[src/rtl/gpb_pkg.sv]
package gpb_pkg;
  typedef enum logic [2:0] {
    SEL_DOUT,
    SEL_SET,
    SEL_CLR,
    SEL_TOG,
    SEL_DIN,
    SEL_DIR,
    SEL_NONE
  } gpb_sel_e;

  localparam int unsigned OFS_DOUT = 'h00;
  localparam int unsigned OFS_SET  = 'h04;
  localparam int unsigned OFS_CLR  = 'h08;
  localparam int unsigned OFS_TOG  = 'h0C;
  localparam int unsigned OFS_DIN  = 'h10;
  localparam int unsigned OFS_DIR  = 'h14;
endpackage

[src/rtl/gpb_decode.sv]
module gpb_decode #(
  parameter int AW = 8
) (
  input  logic [AW-1:0]      addr,
  output gpb_pkg::gpb_sel_e  sel
);
  import gpb_pkg::*;

  always_comb begin
    if      (addr == AW'(OFS_DOUT)) sel = SEL_DOUT;
    else if (addr == AW'(OFS_SET))  sel = SEL_SET;
    else if (addr == AW'(OFS_CLR))  sel = SEL_CLR;
    else if (addr == AW'(OFS_TOG))  sel = SEL_TOG;
    else if (addr == AW'(OFS_DIN))  sel = SEL_DIN;
    else if (addr == AW'(OFS_DIR))  sel = SEL_DIR;
    else                            sel = SEL_NONE;
  end
endmodule

[src/rtl/gpb_out_regs.sv]
module gpb_out_regs #(
  parameter int PINS = 32
) (
  input  logic              clk,
  input  logic              rst_n,
  input  logic              wr_en,
  input  gpb_pkg::gpb_sel_e sel,
  input  logic [PINS-1:0]   wdata,
  output logic [PINS-1:0]   dout_q,
  output logic [PINS-1:0]   dir_q
);
  import gpb_pkg::*;

  logic [PINS-1:0] dout_d;

  // per-bit next value: each alias acts only where its mask bit is 1
  for (genvar b = 0; b < PINS; b++) begin : g_bit
    always_comb begin
      dout_d[b] = dout_q[b];
      if (wr_en) begin
        unique case (sel)
          SEL_DOUT: dout_d[b] = wdata[b];
          SEL_SET:  if (wdata[b]) dout_d[b] = 1'b1;
          SEL_CLR:  if (wdata[b]) dout_d[b] = 1'b0;
          SEL_TOG:  if (wdata[b]) dout_d[b] = ~dout_q[b];
          default:  dout_d[b] = dout_q[b];
        endcase
      end
    end
  end

  always_ff @(posedge clk or negedge rst_n) begin
    if (!rst_n) begin
      dout_q <= '0;
      dir_q  <= '0;
    end else begin
      dout_q <= dout_d;
      if (wr_en && sel == SEL_DIR) dir_q <= wdata;
    end
  end
endmodule

[src/rtl/gpb_in_sync.sv]
module gpb_in_sync #(
  parameter int PINS   = 32,
  parameter int STAGES = 2
) (
  input  logic            clk,
  input  logic            rst_n,
  input  logic [PINS-1:0] pin_in,
  input  logic [PINS-1:0] dig_en,
  input  logic            port_en,
  output logic [PINS-1:0] din_q
);
  logic [STAGES-1:0][PINS-1:0] sync_q;

  for (genvar s = 0; s < STAGES; s++) begin : g_stage
    always_ff @(posedge clk or negedge rst_n) begin
      if (!rst_n)      sync_q[s] <= '0;
      else if (s == 0) sync_q[s] <= pin_in;
      else             sync_q[s] <= sync_q[(s == 0) ? 0 : s-1];
    end
  end

  always_ff @(posedge clk or negedge rst_n) begin
    if (!rst_n)       din_q <= '0;
    else if (port_en) din_q <= sync_q[STAGES-1] & dig_en;
  end
endmodule

[src/rtl/pin_bank_ctrl.sv]
module pin_bank_ctrl #(
  parameter int PINS = 32,
  parameter int AW   = 8
) (
  input  logic            clk,
  input  logic            rst_n,
  input  logic            req_valid,
  input  logic            req_write,
  input  logic [AW-1:0]   req_addr,
  input  logic [PINS-1:0] req_wdata,
  output logic            rsp_valid,
  output logic [PINS-1:0] rsp_rdata,
  input  logic [PINS-1:0] pin_in,
  input  logic [PINS-1:0] dig_en,
  input  logic            port_en,
  output logic [PINS-1:0] pin_out,
  output logic [PINS-1:0] pin_oe
);
  import gpb_pkg::*;

  localparam int SYNC_STAGES = 2;

  gpb_sel_e        sel;
  logic [PINS-1:0] dout_q;
  logic [PINS-1:0] dir_q;
  logic [PINS-1:0] din_q;
  logic [PINS-1:0] rd_mux;
  logic            wr_en;

  assign wr_en = req_valid & req_write;

  gpb_decode #(.AW(AW)) u_dec (
    .addr (req_addr),
    .sel  (sel)
  );

  gpb_out_regs #(.PINS(PINS)) u_out (
    .clk    (clk),
    .rst_n  (rst_n),
    .wr_en  (wr_en),
    .sel    (sel),
    .wdata  (req_wdata),
    .dout_q (dout_q),
    .dir_q  (dir_q)
  );

  gpb_in_sync #(.PINS(PINS), .STAGES(SYNC_STAGES)) u_in (
    .clk     (clk),
    .rst_n   (rst_n),
    .pin_in  (pin_in),
    .dig_en  (dig_en),
    .port_en (port_en),
    .din_q   (din_q)
  );

  always_comb begin
    unique case (sel)
      SEL_DOUT: rd_mux = dout_q;
      SEL_DIN:  rd_mux = din_q;
      SEL_DIR:  rd_mux = dir_q;
      default:  rd_mux = '0;
    endcase
  end

  always_ff @(posedge clk or negedge rst_n) begin
    if (!rst_n) begin
      rsp_valid <= 1'b0;
      rsp_rdata <= '0;
    end else begin
      rsp_valid <= req_valid;
      rsp_rdata <= (req_valid && !req_write) ? rd_mux : '0;
    end
  end

  assign pin_oe  = dir_q;
  assign pin_out = dout_q & dir_q;
endmodule

[config.mk]
export PLATFORM = sky130hd
export DESIGN_NAME = pin_bank_ctrl
export DESIGN_NICKNAME = d
export VERILOG_FILES = /design/src/rtl/gpb_pkg.sv /design/src/rtl/gpb_decode.sv /design/src/rtl/gpb_out_regs.sv /design/src/rtl/gpb_in_sync.sv /design/src/rtl/pin_bank_ctrl.sv
export SDC_FILE = /design/constraint.sdc
export NUM_CORES = 1
export LEC_CHECK = 0
export CAP_MARGIN = 0
export CORE_MARGIN = 5
export CORE_UTILIZATION = 35
export DETAILED_ROUTE_END_ITERATION = 6
export GPL_TIMING_DRIVEN = 0
export HOLD_SLACK_MARGIN = 0.05
export PLACE_DENSITY_LB_ADDON = 0.2
export SLEW_MARGIN = 20
export SYNTH_ARGS = -nofsm -noshare
export SYNTH_HDL_FRONTEND = slang
export SYNTH_SLANG_ARGS = --single-unit
[constraint.sdc]
create_clock -name clk -period 2.6 [get_ports clk]
set_input_delay 0.52 -clock clk [delete_from_list [all_inputs] [get_ports clk]]
set_output_delay 0.52 -clock clk [all_outputs]
set_load 0.02 [all_outputs]
Yosys cells after proc, flatten, opt, wreduce, memory -nomap -nowiden
Index checks and enable logic that the tools add are counted.
Cells by class
  eq/ne operators: 106
  multiplexer cells: 136
  bitwise logic cells: 35
  reductions and logical operators: 38
Operator list (number)
  $ne A2 B2 Y1 const B: 96
  $reduce_and A5 Y1: 32
  $pmux W1 S4: 32
  $mux W1: 96
  $pmux W32 S3: 1
  $and A32 B32 Y32: 2
  $mux W32: 1
  $not A1 Y1: 32
  $eq A8 B4 Y1 const B: 2
  $eq A8 B5 Y1 const B: 2
  $mux W3: 5
  $eq A8 B3 Y1 const B: 1
  $logic_not A8 Y1: 1
  $eq A3 B2 Y1 const B: 2
  $eq A3 B3 Y1 const B: 2
  $reduce_bool A4 Y1: 1
  $eq A3 B1 Y1 const B: 1
  $logic_not A3 Y1: 1
  $logic_and A1 B1 Y1: 2
  $mux W2: 1
  $and A1 B1 Y1: 1
  $logic_not A1 Y1: 1
Word-level totals
  flip-flop bits (word level): 193
  bits of input ports: 109
  output and inout bits: 97
  logic and storage cells: 353

Logic depth before layout (Yosys ltp)
  depth in word-level cells: 10
  gate-level depth with buffers: 6
  depth with buffers taken out: 4

Cells and area by module
From an unflattened synthesis, not the netlist that was laid out.
Second synthesis, totals
  cells, all modules: 635
  area, all modules: 7990.2 µm²
Modules (own cells, without submodules)
  gpb_in_sync: times used 1, cells an instance 199, area an instance 3014.1 µm², sequential area each 2402.3 µm²
  gpb_out_regs: times used 1, cells an instance 282, area an instance 2975.4 µm², sequential area each 1601.5 µm²
  pin_bank_ctrl: times used 1, cells an instance 146, area an instance 1958.1 µm², sequential area each 825.8 µm²
  gpb_decode: times used 1, cells an instance 8, area an instance 42.5 µm², sequential area each 0.0 µm²

Worst setup path after synthesis
Ideal clock, no wire load.
  path kind: in2reg
  from: input req_addr[1]
  to: register u_out.dout_q[12]
  data arrival time: 1.635 ns
  required time: 2.449 ns
  path slack: 0.814 ns
  stages on the path: 6
  path through: nor4_1 > and3_1 > buf_4 > buf_2 > a31o_1 > a211oi_2
On the way
  word-level cells in the longest chain between the ends: 10
  elaborated cells between the ends (all ways): 22
  classes of those cells: eq/ne (11); mux (7); reduce/logical (4)
RTL lines
  from (decl): line pin_bank_ctrl.sv:9  | input logic [AW-1:0] req_addr,
  $eq A8 B5 Y1: line gpb_decode.sv:15  | else if (addr == AW'(OFS_DIR)) sel = SEL_DIR;
  $mux W2: line gpb_decode.sv:15
  $mux W3: line gpb_decode.sv:14  | else if (addr == AW'(OFS_DIN)) sel = SEL_DIN;
  $mux W3: line gpb_decode.sv:13  | else if (addr == AW'(OFS_TOG)) sel = SEL_TOG;
  $mux W3: line gpb_decode.sv:12  | else if (addr == AW'(OFS_CLR)) sel = SEL_CLR;
  $mux W3: line gpb_decode.sv:11  | else if (addr == AW'(OFS_SET)) sel = SEL_SET;
  $mux W3 (*): line gpb_decode.sv:10  | if (addr == AW'(OFS_DOUT)) sel = SEL_DOUT;
  $eq A3 B2 Y1 (tied with other cells): line gpb_out_regs.sv:21  | unique case (sel)
  $ne A2 B2 Y1 (no source line) / $reduce_bool A4 Y1 (equally long branches)
  $reduce_and A5 Y1 (no source line)
  to (signal assigned): line gpb_out_regs.sv:37  | dout_q <= dout_d;
  to (decl): line gpb_out_regs.sv:9  | output logic [PINS-1:0] dout_q,
Every way passes the cells marked *; elsewhere a longest branch is shown, timed or not.
A chain may end at the register's enable or synchronous reset.

Worst setup path in the final report
  from: input req_addr[1]
  to: register u_out.dout_q[24]
Same word-level chain as after synthesis.

==> impl_metrics.ini <==
[cts]
cts_tree = yes
clockBufferDepth = 2
clock_sinks = 193
path_clk_slew_ns = 0.07
htreeDepth = 4
root_buffer = clkbuf_16
ctsResizeCount = 0
cts_buffers = 17
clk_latency_ns = 0.42

[logic_synthesis]
synth.distinct_cells = 36
synth_xor_area_frac = 0
yosys-top-cells-area = dfrtp_1, mux2_2, mux2i_1
synthAdderAreaFrac = 0
synthMuxAreaShare = 0.08679
synth-simple-area-share = 0.1082
async_flop_share = 1.000
synth_seq_cells = 193
synthesis.nets = 772
synth_area_sq_um = 7843
synth_seq_area_share = 0.6158
syn-instance-count = 663
synth_compound_area_frac = 0.1429
synth_top_cell_area_share = 0.6158
yosys_warnings = 0
synth_common_cells = dfrtp_1, nor2_1, o21ai_0, nand3_1
synth_ff_type = dfrtp_1
yosysTopAreaCell = dfrtp_1
synth-edff-count = 0
synth_top_family_by_area = compound AO/OA/AOI/OAI gates
synth.avg_cell_area_sq_um = 11.83
synth_most_common_cell = dfrtp_1

[drt]
vias = 5636
viasPerCell = 4.776
ant_nets = 0
wl_per_cell_microns = 18.19
drt_iter0_drc = 244
drc = 0
firstDrtPassIters = 5
drt-total-wl_microns = 21460

[timing]
min_period_ns = 2.355
relSlewSlack = 0.4722
maxSlewViolCount = 0
setup_viol_count_final = 0
rsz0062_at_grt = false
fmax_mhz = 424.6
holdWs_ns = 0.3501
worstMarginPinSlew_ns = 0.7917
period_share = 0.9057
hold_viol = 0
finalClockSkew_ns = 0.005672

[power_and_ir_drop]
pwr-share-seq = 0.498
p_sw_mw = 1.591
p_comb_frac = 0.084
swShare = 0.2507
clkPwrFrac = 0.418
peakVddDrop_uv = 362.0
p_leak_nw = 4.602
power.density_nw_per_um2 = 583.5
p_int_mw = 4.756

[die]
start_util = 0.3572
die_x_microns = 159.7
core_area_sq_um = 21960
die_area_sq_um = 25500
rows = 54
die-height_microns = 159.7
io_pins = 206

[cells_and_area]
area_growth_pct = 38.69
antenna_cells = 0
drive_gt1_frac = 0.1289
design_area_sq_um = 10880
fin_util = 0.4953
final_nets = 996
fillers = 1971

[placement]
postPlaceCellArea_sq_um = 10270
dpl.hpwl_microns = 15190
port_buffers = 202
finalWeightedCongestion = 0.7389

[grt]
antenna_found_initial = 0
first_global_vias = 5856
grt_max_degree = 81
grt.overflow.total = 0
grt_pass1_wl_microns = 34330
grt.total_usage = 0.1710

[critical_path]
worstSetupEndpointType = flop
path_buf_inv = 2
crit_path_start_kind = primary input
cpMaxStageDelayCell = nor4_1
worstPathCellList = clkdlybuf4s50_1 > nor4_1 > nand4_1 > clkbuf_1 > nor2_1 > a211oi_2
critPathMaxStageDelay_ns = 0.64
cp_max_fo = 10
worst_ep_required_time_ns = 2.87
critPathTopFamily = simple AND/OR/NAND/NOR gates
arrival_ns = 2.62
crit_type = in -> reg

[run]
cap_violations = 0

[outcome]
status = finished, final reports clean

[min_path]
hp-class = reg -> reg
[power groups by stage]
stage | logic, mW | clock network (mW) | registers (mW)
floorplan | 0.185 | 0 | 3.22
global placement | 0.521 | 0 | 3.22
detailed placement | 0.537 | 0 | 3.22
CTS | 0.542 | 2.73 | 3.16
global route | 0.588 | 2.85 | 3.18
finish | 0.531 | 2.65 | 3.16
[state kept, by name, summed over array words and instances (netlist names)]
signal,flops
u_in.sync_q,64
rsp_rdata,32
u_in.din_q,32
u_out.dir_q,32
u_out.dout_q,32
rsp_valid,1
[worst register-to-register path: stages, from the launching register on]
cell      delay [ns]
dfrtp_1         0.42
nor2_1          0.06
a31o_2          0.21
a211oi_1        0.25
[layout make-up]
type / count / area, sq um / share of cell area
plain buffers: 37 / 242.7 / 0.02232
clock buffers: 17 / 425.4 / 0.03911
clock inverters: 15 / 166.4 / 0.01530
inverters: 32 / 120.1 / 0.01104
multi-input cells: 401 / 2650 / 0.2436
flip-flops and latches: 193 / 4830 / 0.4440
well taps: 280 / 350.3 / 0.03221
repair buffers: 205 / 2092 / 0.1923
[layout by cell type (no fill, tap or decap), drive strengths merged, types with 2 or more instances in the layout]
master / count
mux2: 32
nand2: 32
clkinv: 3
a211oi: 33
nor2: 64
mux2i: 32
clkbuf: 33
o21ai: 64
nor4: 2
clkinvlp: 2
inv: 41
a31o: 32
nor2b: 3
buf: 24
nor3: 2
a21oi: 32
and2: 32
nand3: 33
dfrtp: 193
clkdlybuf4s50: 201
[final timing paths]
kind | start | end | slack [ns] | cells past startpoint
setup reg to reg | u_out.dout_q[1]$_DFFE_PN0P_ | u_out.dout_q[1]$_DFFE_PN0P_ | 1.57 | 3
min in group asynchronous | rst_n | u_in.sync_q[41]$_DFF_PN0_ | 0.57 | 2
hold reg to reg | u_in.sync_q[26]$_DFF_PN0_ | u_in.sync_q[58]$_DFF_PN0_ | 0.35 | 0
setup / recovery | req_addr[1] | u_out.dout_q[24]$_DFFE_PN0P_ | 0.25 | 6
max in group asynchronous | rst_n | u_in.sync_q[60]$_DFF_PN0_ | 1.31 | 3
hold / removal | u_in.sync_q[26]$_DFF_PN0_ | u_in.sync_q[58]$_DFF_PN0_ | 0.35 | 0
[through the flow]
stage / setup WS [ns] / power (mW) / instances / setup TNS (ns)
2_1_floorplan: 0.8143 / 3.405 / 663 / 0
3_3_place_gp: -7.214 / 3.746 / 1145 / -1397.70
3_5_place_dp: -0.2223 / 3.758 / 1147 / -9.953
4_1_cts: 0.2312 / 6.432 / 1180 / 0
5_1_grt: 0.1523 / 6.617 / 1180 / 0
6_report: 0.2451 / 6.347 / 1180 / 0
[metal layers]
metal	vias up	GRT usage	wire, microns
met5	-	0	0
met4	0	0.03353	155
met3	9	0.04742	1220
met2	142	0.2753	10110
met1	2733	0.2343	9976
li1	2752	-	-
[cell families after synthesis]
| group | count (synthesis) |
|---|---|
| buf+inv | 69 |
| mux | 64 |
| compound gates | 161 |
| flops | 193 |
| simple gates | 176 |
[what timing repair did]
| item | CTS | global route |
|---|---|---|
| setup buffers | 0 | 0 |
| hold buffers | 1 | 0 |
| hold endpoints to repair | 42 | 0 |
Note: power is estimated with default switching activity, not from simulation.
